[src/rtl/ldx_pkg.sv]
package ldx_pkg;
  typedef enum logic [1:0] {
    OP_LI = 2'd0,
    OP_LB = 2'd1,
    OP_LH = 2'd2,
    OP_LW = 2'd3
  } ld_op_e;

  localparam logic [1:0] CC_ZERO = 2'b00;
  localparam logic [1:0] CC_NEG  = 2'b01;
  localparam logic [1:0] CC_POS  = 2'b10;
endpackage

[src/rtl/ldx_align.sv]
module ldx_align #(
  parameter int DATA_W = 32,
  parameter int ADDR_W = 2
) (
  input  logic [DATA_W-1:0] word,
  input  logic [ADDR_W-1:0] addr,
  output logic [7:0]        byte_sel,
  output logic [15:0]       half_sel
);
  localparam int LANES  = DATA_W / 8;
  localparam int HALVES = DATA_W / 16;

  logic [7:0]  lane [LANES];
  logic [15:0] half [HALVES];

  // lane 0 is the most significant byte (big-endian numbering)
  for (genvar g = 0; g < LANES; g++) begin : g_lane
    assign lane[g] = word[DATA_W-1-8*g -: 8];
  end
  for (genvar h = 0; h < HALVES; h++) begin : g_half
    assign half[h] = word[DATA_W-1-16*h -: 16];
  end

  assign byte_sel = lane[addr];
  assign half_sel = half[addr[ADDR_W-1:1]];
endmodule

[src/rtl/ldx_extend.sv]
module ldx_extend
  import ldx_pkg::*;
#(
  parameter int DATA_W = 32,
  parameter int IMM_W  = 20
) (
  input  ld_op_e            op,
  input  logic [IMM_W-1:0]  imm,
  input  logic [7:0]        byte_sel,
  input  logic [15:0]       half_sel,
  input  logic [DATA_W-1:0] word,
  output logic [DATA_W-1:0] result
);
  always_comb begin
    unique case (op)
      OP_LI:   result = {{(DATA_W-IMM_W){imm[IMM_W-1]}}, imm};
      OP_LB:   result = {{(DATA_W-8){1'b0}}, byte_sel};
      OP_LH:   result = {{(DATA_W-16){half_sel[15]}}, half_sel};
      default: result = word;
    endcase
  end
endmodule

[src/rtl/ldx_ccgen.sv]
module ldx_ccgen
  import ldx_pkg::*;
#(
  parameter int DATA_W = 32
) (
  input  ld_op_e            op,
  input  logic [DATA_W-1:0] result,
  output logic [1:0]        cc
);
  always_comb begin
    if (result == '0)           cc = CC_ZERO;
    else if (op == OP_LB)       cc = CC_POS;   // byte: nonzero only
    else if (result[DATA_W-1])  cc = CC_NEG;
    else                        cc = CC_POS;
  end
endmodule

[src/rtl/load_result_unit.sv]
module load_result_unit
  import ldx_pkg::*;
#(
  parameter int          DATA_W   = 32,
  parameter int          IMM_W    = 20,
  parameter int          ADDR_W   = 2,
  parameter int          VEC_W    = 8,
  parameter logic [7:0]  TRAP_LOC = 8'h40
) (
  input  logic              clk,
  input  logic              rst,
  input  logic              in_valid,
  input  logic [1:0]        op_class,
  input  logic [IMM_W-1:0]  imm_field,
  input  logic [DATA_W-1:0] mem_word,
  input  logic [ADDR_W-1:0] addr_lo,
  input  logic              indirect,
  output logic              wr_en,
  output logic [DATA_W-1:0] wr_data,
  output logic              cc_upd,
  output logic [1:0]        cc34,
  output logic              trap_req,
  output logic [VEC_W-1:0]  trap_vec,
  output logic              align_err
);
  ld_op_e            op;
  logic [7:0]        byte_sel;
  logic [15:0]       half_sel;
  logic [DATA_W-1:0] result;
  logic [1:0]        cc_next;
  logic              trap_c, mis_c, ok_c;
  ld_op_e            op_q;

  assign op = ld_op_e'(op_class);

  ldx_align #(.DATA_W(DATA_W), .ADDR_W(ADDR_W)) u_align (
    .word(mem_word), .addr(addr_lo), .byte_sel(byte_sel), .half_sel(half_sel)
  );

  ldx_extend #(.DATA_W(DATA_W), .IMM_W(IMM_W)) u_ext (
    .op(op), .imm(imm_field), .byte_sel(byte_sel), .half_sel(half_sel),
    .word(mem_word), .result(result)
  );

  ldx_ccgen #(.DATA_W(DATA_W)) u_cc (.op(op), .result(result), .cc(cc_next));

  assign trap_c = in_valid && (op == OP_LI) && indirect;
  assign mis_c  = in_valid && (op == OP_LH) && addr_lo[0];
  assign ok_c   = in_valid && !trap_c && !mis_c;

  always_ff @(posedge clk) begin
    if (rst) begin
      wr_en     <= 1'b0;
      wr_data   <= '0;
      cc_upd    <= 1'b0;
      cc34      <= CC_ZERO;
      trap_req  <= 1'b0;
      trap_vec  <= '0;
      align_err <= 1'b0;
      op_q      <= OP_LI;
    end else begin
      wr_en     <= ok_c;
      cc_upd    <= ok_c;
      trap_req  <= trap_c;
      trap_vec  <= trap_c ? VEC_W'(TRAP_LOC) : '0;
      align_err <= mis_c;
      op_q      <= op;
      if (ok_c) begin
        wr_data <= result;
        cc34    <= cc_next;
      end
    end
  end

  AST_NO_WE_WITH_TRAP: assert property (@(posedge clk) disable iff (rst)
    !(wr_en && trap_req));
  AST_CC_NEVER_11: assert property (@(posedge clk) disable iff (rst)
    cc34 != 2'b11);
  AST_TRAP_KEEPS_STATE: assert property (@(posedge clk) disable iff (rst)
    trap_req |-> (cc34 == $past(cc34)) && (wr_data == $past(wr_data)));
  AST_MISALIGN_KEEPS_CC: assert property (@(posedge clk) disable iff (rst)
    align_err |-> !wr_en && (cc34 == $past(cc34)));
  AST_BYTE_UPPER_ZERO: assert property (@(posedge clk) disable iff (rst)
    (wr_en && op_q == OP_LB) |-> (wr_data[DATA_W-1:8] == '0));
  AST_BYTE_NO_NEG: assert property (@(posedge clk) disable iff (rst)
    (cc_upd && op_q == OP_LB) |-> (cc34 != CC_NEG));
  AST_NEG_MEANS_SIGN: assert property (@(posedge clk) disable iff (rst)
    (cc_upd && cc34 == CC_NEG) |-> wr_data[DATA_W-1]);
  AST_TRAP_VECTOR: assert property (@(posedge clk) disable iff (rst)
    trap_req |-> (trap_vec == VEC_W'(TRAP_LOC)));
endmodule

[config.mk]
export PLATFORM = sky130hd
export DESIGN_NAME = load_result_unit
export DESIGN_NICKNAME = d
export VERILOG_FILES = /design/src/rtl/ldx_pkg.sv /design/src/rtl/ldx_align.sv /design/src/rtl/ldx_extend.sv /design/src/rtl/ldx_ccgen.sv /design/src/rtl/load_result_unit.sv
export SDC_FILE = /design/constraint.sdc
export NUM_CORES = 1
export LEC_CHECK = 0
export ABC_AREA = 1
export BUFFER_PORTS_ARGS = -buffer_cell sky130_fd_sc_hd__buf_4
export CAP_MARGIN = 25
export CORE_UTILIZATION = 31
export CTS_BUF_LIST = sky130_fd_sc_hd__clkbuf_4
export DETAILED_ROUTE_END_ITERATION = 8
export SKIP_LAST_GASP = 1
export SLEW_MARGIN = 20
export SYNTH_ARGS = -nofsm -noshare
export SYNTH_HDL_FRONTEND = slang
export SYNTH_SLANG_ARGS = --single-unit
[constraint.sdc]
create_clock -name clk -period 2.4 [get_ports clk]
set_clock_uncertainty 0.2 [all_clocks]
set_input_delay 0.36 -clock clk [delete_from_list [all_inputs] [get_ports clk]]
set_output_delay 0.36 -clock clk [all_outputs]
set_load 0.05 [all_outputs]
Yosys cells after proc, flatten, opt, wreduce, memory -nomap -nowiden

Index checks and enable logic that the tools add are counted.

Reductions and logical operators: 10
Equal/unequal tests: 2
Magnitude comparators: 2
Mux-type cells: 11
Bitwise logic cells: 2

Operator list:

| cell                                                      | count |
|---|---|
| one-hot mux 32 bit (3 select lines)                       | 1 |
| 2-to-1 mux 16 bit                                         | 3 |
| zero test 32 bit                                          | 1 |
| binary-select mux 8 bit (select 2 bit)                    | 1 |
| 2-to-1 mux 8 bit                                          | 2 |
| 2-to-1 mux 7 bit                                          | 1 |
| logical AND 1 bit                                         | 6 |
| 2-to-1 mux 2 bit                                          | 3 |
| greater-or-equal comparator 3 bit (second input constant) | 1 |
| inverter 2 -> 3 bit                                       | 1 |
| == test 2 x 1 -> 1 bit (second input constant)            | 1 |
| == test 2 bit (second input constant)                     | 1 |
| greater-or-equal comparator 2 bit (second input constant) | 1 |
| zero test 1 bit                                           | 2 |
| zero test 2 bit                                           | 1 |
| inverter 1 -> 2 bit                                       | 1 |

Bits in registers: 45
Bits of input ports: 60
Logic and storage cells: 33

Longest topological paths before layout

Gate-level depths: netlist (run 1).

Word-level depth: 8
Mapped depth: 14
Mapped depth without buffers: 12

By module

Synthesis (run 1) repeated with hierarchy kept, for this count alone.

Cells, all modules: 513
Area, all modules: 3040.4 um2

Modules (own cells, without submodules):

| module           | area each (um2) | sequential area each (um2) | instances | cells an instance |
|---|---|---|---|---|
| load_result_unit | 1687.9          | 740.7                      | 1         | 245 |
| ldx_extend       | 703.2           | 0.0                        | 1         | 124 |
| ldx_align        | 509.2           | 0.0                        | 1         | 110 |
| ldx_ccgen        | 140.1           | 0.0                        | 1         | 34 |

Least setup slack after synthesis (run 1)

No wires, ideal clock.

Path kind: input-to-reg
Start point: input port op_class[0]
End point: register cc34[1]
Required time: 2.083 ns
Slack: 0.676 ns
Stages on the path: 14
Arrival time: 1.407 ns
Cells stage by stage: buf_2 -> nand2_2 -> inv_2 -> buf_6 -> nand2_1 -> nand2_1 -> nor2_1 -> nand2_1 -> nor2_1 -> nand2_1 -> nor2_1 -> nand3_1 -> nand2_1 -> a21oi_1

Word-level cells in the longest chain between the ends: 6
Elaborated cells between the ends (all ways): 16
Those cells by class: eq/ne: 2; mux: 4; reduce/logical: 10

Ends and longest elaborated chain:

| element                                                                     | line                   | text |
|---|---|---|
| start, declared                                                             | load_result_unit.sv:13 | `input logic [1:0] op_class,` |
| branches (longest 6 deep; another with one-hot mux 32 bit (3 select lines)) | --                     |  |
| end signal, assigned                                                        | load_result_unit.sv:70 | `cc34 <= cc_next;` |
| end, declared                                                               | load_result_unit.sv:21 | `output logic [1:0] cc34,` |

Parallel ways; which one is timed is not known.
A chain may end at the register's enable or synchronous reset.

==> results of run 1 <==
[power groups by stage]
stage	Combinational (W)	Clock (W)	Sequential (W)
CTS	0.000622	0.000320	0.000689
global route	0.000675	0.000342	0.000695
floorplan	0.000238	0	0.000869
global placement	0.000619	0	0.000703
finish	0.000622	0.000311	0.000689
detailed placement	0.000619	0	0.000703
[logic make-up (layout without fill, tap and decap cells)]
group,Yosys count,count (layout),synth area share
simple gates,183,183,0.332
compound gates,83,83,0.199
buf+inv,57,142,0.129
flops,37,37,0.339
other cells,1,7,0.00171
[per-layer routing]
| metal | up-vias | wire, um | track usage |
|---|---|---|---|
| li1 | 1316 | - | - |
| met1 | 1128 | 3450 | 0.285 |
| met2 | 98 | 3440 | 0.335 |
| met3 | 10 | 479 | 0.0366 |
| met4 | 0 | 93 | 0.0591 |
| met5 | - | 0 | 0 |
[worst max-delay path, delay by kind of cell]
family	cells	cell delay (ns)
buf+inv	4	1.18
compound gates	2	0.27
[per-stage QoR]
step | instances | worst slack [ns] | utilization
floorplan | 367 | 0.676 | -
global placement | 541 | 0.284 | 0.434
detailed placement | 541 | 0.325 | 0.434
CTS | 548 | 0.652 | 0.442
global route | 548 | 0.481 | 0.442
finish | 548 | 0.659 | 0.442
[area by class of cell]
cell class | instances | share of cell area
Timing Repair Buffer | 106 | 0.266
Clock inverter | 1 | 0.00167
Multi-Input combinational cell | 273 | 0.396
Clock buffer | 5 | 0.0125
Tap cell | 96 | 0.0400
Inverter | 30 | 0.0375
Sequential cell | 37 | 0.247
[cell usage after synthesis (2+ instances only)]
library cell,count
nand3_1,18
nand2_1,116
a21oi_1,35
o21ai_0,42
nand2_2,4
nor2_1,42
a31oi_1,2
buf_4,9
dfxtp_1,37
a41oi_1,2
buf_6,3
inv_2,2
clkbuf_1,5
inv_1,28
buf_2,8
[registers in the layout (all words and copies together) (netlist names)]
register,cells
cc_upd,1
wr_data,32
trap_vec,1
align_err,1
cc34,2
[path summary, 6_finish.rpt]
path,cells past startpoint,start,to
hold / removal,3,in_valid,align_err
hold reg to reg,2,wr_data[29],wr_data[29]
setup / recovery,6,rst,wr_data[16]
setup reg to reg,2,wr_data[6],wr_data[6]
==> flow_summary.json, run 1 <==
{
  "run_status": "complete, no violations",
  "synth_largest_type_area_fraction": 0.339,
  "drt_iter0_markers": 142,
  "drc_violations_left": 0,
  "cts.reportedPaths.clkPinSlew_ns": 0.11,
  "cts-root-to-sink-buffers": 2,
  "num_vias": 2552,
  "grt_pass1_wl_um": 11800,
  "startpoint_type": "input pin",
  "postPlaceCellArea_um2": 2950,
  "ratio_of_cells_with_drive_above_1_in_the_final_layout": 0.263,
  "report.final.hold_viol_count": 0,
  "syn_to_final_growth_pct": 37.2,
  "setup_total_negative_slack_ns": 0,
  "timing.final.crit_share": 0.725,
  "timing.max_slew.rel_slack": 0.527,
  "power.share.combinational": 0.384,
  "synthesized_area_um2": 2190,
  "drv_cap": 0,
  "drt.antenna.violating_nets": 0,
  "total_nets_final": 513,
  "cellPowerDensity_nw_per_um2": 540,
  "max_clock_freq_mhz": 575,
  "p_leak_nw": 1.56,
  "sequential_cell_area_in_the_final_layout_um2": 741,
  "grt_max_degree": 52,
  "synth_sequential_area_ratio": 0.339,
  "grt_usage": 0.208,
  "floorplan.io_pins": 106,
  "core_region_area_um2": 6790,
  "worst_hold_path_type": "input pin to flop",
  "cts-root-buf": "clkbuf_4",
  "die-area_um2": 7400,
  "fp.dieH_um": 86.0,
  "path_class": "input pin to flop",
  "yosysUniqueCellTypes": 23,
  "floorplan.initialDensity": 0.322,
  "grt_antenna_before_repair": 0,
  "first_global_vias": 2392,
  "unrepaired_setup_endpoints_after_global_routing": "false",
  "async_sr_flop_fraction": 0,
  "crit_path_max_incr_delay_ns": 0.54,
  "cts-buffers-inserted": 5,
  "mostFrequentLayoutCell": "nand2_1",
  "ctsHtreeMaxLevel": 2,
  "net_switching_fraction_of_the_power": 0.402,
  "r2r_setup_slack_ns": 1.48,
  "report.final.setup_viol": 0,
  "route.detailed.wl_per_inst_um": 13.6,
  "internal_power_w": 0.000969,
  "postcts_setup_bufs": 0,
  "syn_area_per_cell_um2": 6.06,
  "end_kind": "flop",
  "synth-edff-count": 0,
  "dp_hpwl_um": 5820,
  "ys_dominant_reg_cell": "dfxtp_1",
  "cts_sinks": 37,
  "die_w_um": 86.0,
  "number_of_flip_flops_and_latches_in_the_synthesized_netlist": 37,
  "synth_top_cells_by_area": "dfxtp_1 34%, nand2_1 20%, o21ai_0 9.6%",
  "share_seq_of_total_power": 0.425,
  "multi_input_logic_area_um2": 1190,
  "critical_path_peak_fanout": 13,
  "detailedRoute.firstPassIterationCount": 4,
  "synth.yosys.warnings": 0,
  "clkLatencyLatePin_ns": 0.34,
  "total_congestion_overflow_after_global_routing": 0,
  "final.fill_count": 718,
  "worst_slew_pin_slew_ns": 0.709,
  "post-route-cell-area_um2": 3000,
  "fin_hold_ws_ns": 0.0597,
  "cts.hold.buffers_added": 1,
  "vdd_ir_drop_max_v": 0.000255,
  "io_buffer_count": 98,
  "netSwitchingPower_w": 0.000652,
  "synth_area_leader_cell": "dfxtp_1",
  "slowest_stage": "dlygate4sd3_1",
  "synth_cells": 361,
  "cts_tree": "done",
  "place.gp.congestion": 0.927,
  "route.final.wire_length_um": 7460,
  "endpoint_arrival_time_on_the_critical_path_ns": 1.81,
  "power_frac_clock": 0.192,
  "worstPathRequired_ns": 2.47,
  "period_minus_slack_ns": 1.74,
  "maxSlewViolCount": 0,
  "antenna-diode-count": 0,
  "critical-path-top-cell-by-count": "buf_4",
  "crit_path_cell_trace": "dlygate4sd3_1, buf_4, inv_1, buf_4, o21ai_0, a41oi_1",
  "average_vias_per_placed_instance": 4.66,
  "most-common-layout-cells": "116 x nand2_1, 105 x buf_4, 42 x nor2_1, 42 x o21ai_0, 37 x dfxtp_1",
  "power.total_w": 0.00162,
  "postCtsResizedCells": 0,
  "placementRows": 30
}
Note: power is estimated with default switching activity, not from simulation.
==> run 2: changes to the inputs <==
- clock period: 2.4 -> 1.44 ns (I/O delays scaled with it)
==> run 2 against run 1 <==
The run now ends with negative hold slack left. Via count increased by 11%. Total power increased by 95%. Utilization grew 9.5 points. Highest routed layer unchanged.
==> flow_summary.json, run 2 (synthesized netlist as in run 1, its figures left out) <==
{
  "preCtsSetupSlack_ns": -0.487,
  "drt.antenna.violating_nets": 0,
  "cellPowerDensity_nw_per_um2": 865,
  "hold_start": "imm_field[16]",
  "report.final.hold_viol_count": 1,
  "critical_path_peak_fanout": 6,
  "fin_hold_ws_ns": -0.0156,
  "unrepaired_setup_endpoints_after_global_routing": "true",
  "route.final.wire_length_um": 7820,
  "worstPathRequired_ns": 1.50,
  "run_status": "finished with violations",
  "cts_tree": "done",
  "worst_hold_path.endpoint": "wr_data[16]",
  "share_seq_of_total_power": 0.365,
  "final_core_util": 0.537,
  "end_kind": "flop",
  "drt_iter0_markers": 160,
  "cts.reportedPaths.clkPinSlew_ns": 0.12,
  "num_vias": 2843,
  "total_nets_final": 574,
  "core_region_area_um2": 6790,
  "hold-path-cell-count": 3,
  "average_vias_per_placed_instance": 4.65,
  "mostFrequentLayoutCell": "buf_4",
  "die_w_um": 86.0,
  "vdd_ir_drop_max_v": 0.000426,
  "grt_pass1_wl_um": 12300,
  "cts-root-to-sink-buffers": 2,
  "cts-buffers-inserted": 5,
  "antenna-diode-count": 0,
  "worst-r2r-cell-count": 2,
  "total_congestion_overflow_after_global_routing": 0,
  "dp_hpwl_um": 6120,
  "ratio_of_cells_with_drive_above_1_in_the_final_layout": 0.373,
  "drv_cap": 0,
  "die-area_um2": 7400,
  "netSwitchingPower_w": 0.00116,
  "fp.dieH_um": 86.0,
  "violations": "negative hold slack",
  "grt_max_degree": 24,
  "timing.rr.end": "wr_data[15]",
  "fin_ws_ns": 0.0495,
  "report.final.setup_viol": 0,
  "cts.hold.buffers_added": 7,
  "max_clock_freq_mhz": 719,
  "p_leak_nw": 1.89,
  "ctsHtreeMaxLevel": 2,
  "placementRows": 30,
  "regToRegStartpoint": "wr_data[15]",
  "floorplan.initialDensity": 0.322,
  "maxSlewViolCount": 0,
  "route.detailed.wl_per_inst_um": 12.8,
  "clkLatencyLatePin_ns": 0.35,
  "power_frac_clock": 0.234,
  "startpoint_type": "input pin",
  "syn_to_final_growth_pct": 66.8,
  "largest_register_ffs": 32,
  "power.share.combinational": 0.401,
  "timing.final.crit_share": 0.966,
  "internal_power_w": 0.00199,
  "period_minus_slack_ns": 1.39,
  "grt_usage": 0.213,
  "largest_register": "wr_data",
  "drc_violations_left": 0,
  "cts-root-buf": "clkbuf_4",
  "floorplan.io_pins": 106,
  "net_switching_fraction_of_the_power": 0.369,
  "endpoint_arrival_time_on_the_critical_path_ns": 1.45,
  "cts_sinks": 37,
  "io_buffer_count": 98,
  "most-common-layout-cells": "152 x buf_4, 112 x nand2_1, 37 x dfxtp_1",
  "path_class": "input pin to flop",
  "reg.largest.list": "wr_data: 32 flops, cc34: 2 flops",
  "detailedRoute.firstPassIterationCount": 4,
  "place.gp.congestion": 0.883,
  "first_global_vias": 2637,
  "worst_hold_path_type": "input pin to flop",
  "grt_antenna_before_repair": 0,
  "r2r_setup_slack_ns": 0.56
}
[run 2: metal layers]
metal | GRT usage | share of wire
met1 | 0.272 | 0.44
met2 | 0.369 | 0.47
met3 | 0.0423 | 0.073
met4 | 0.0470 | 0.010
met5 | 0 | 0
[run 2: final cells by class]
| type | instances | area, um^2 |
|---|---|---|
| timing repair buffer | 166 | 1300 |
| fill | 700 | 3150 |
| clock buffer | 6 | 45.0 |
| inverter | 30 | 126 |
| multi-input combinational | 273 | 1270 |
| timing repair inverter | 1 | 7.51 |
| sequential | 37 | 741 |
| clock inverter | 2 | 33.8 |
| tap | 96 | 120 |
[run 2: power by group through the flow]
stage               registers [W]  clock network, W  logic (W)
global placement          0.00117                 0    0.00118
floorplan                 0.00145                 0   0.000428
CTS                       0.00115          0.000755    0.00120
global route              0.00116          0.000798    0.00136
finish                    0.00115          0.000739    0.00127
detailed placement        0.00117                 0    0.00118
[run 2: through the flow]
| step | cells | power, W | hold WS (ns) | setup TNS (ns) | cell area [um^2] |
|---|---|---|---|---|---|
| floorplan | 367 | 0.00188 | 0.0851 | -0.161 | 2270 |
| global placement | 588 | 0.00235 | 0.241 | -11.58 | 3340 |
| detailed placement | 588 | 0.00235 | 0.235 | -11.98 | 3340 |
| CTS | 603 | 0.00311 | -0.0195 | -0.0120 | 3500 |
| global route | 611 | 0.00332 | -0.00130 | -0.111 | 3650 |
| finish | 611 | 0.00316 | -0.0156 | 0 | 3650 |
[run 2: how the worst max path moves through the flow]
| stage | startpoint | endpoint |
|---|---|---|
| floorplan | op_class[0] | cc34[1] |
| global placement | op_class[1] | cc34[1] |
| detailed placement | op_class[1] | cc34[1] |
| CTS | op_class[1] | cc34[1] |
| global route | op_class[1] | cc34[1] |
| finish | addr_lo[1] | cc34[1] |
[run 2: critical path, stage by stage]
cell,delay (ns)
buf_4,0.13
clkinvlp_4,0.15
buf_4,0.17
nand2_1,0.04
o21ai_0,0.07
nand2_1,0.06
nand3_1,0.06
nor2_1,0.13
nand2_1,0.06
nor2_1,0.12
nand3_1,0.10
nand2_1,0.08
a21oi_1,0.05
[run 2: what timing repair did]
action,in CTS,in global routing
setup buffers,0,7
endpoints found under the setup margin,10,17
pin swaps,0,12
endpoints found under the hold margin,11,1
gates cloned,0,1
resized for setup,4,29
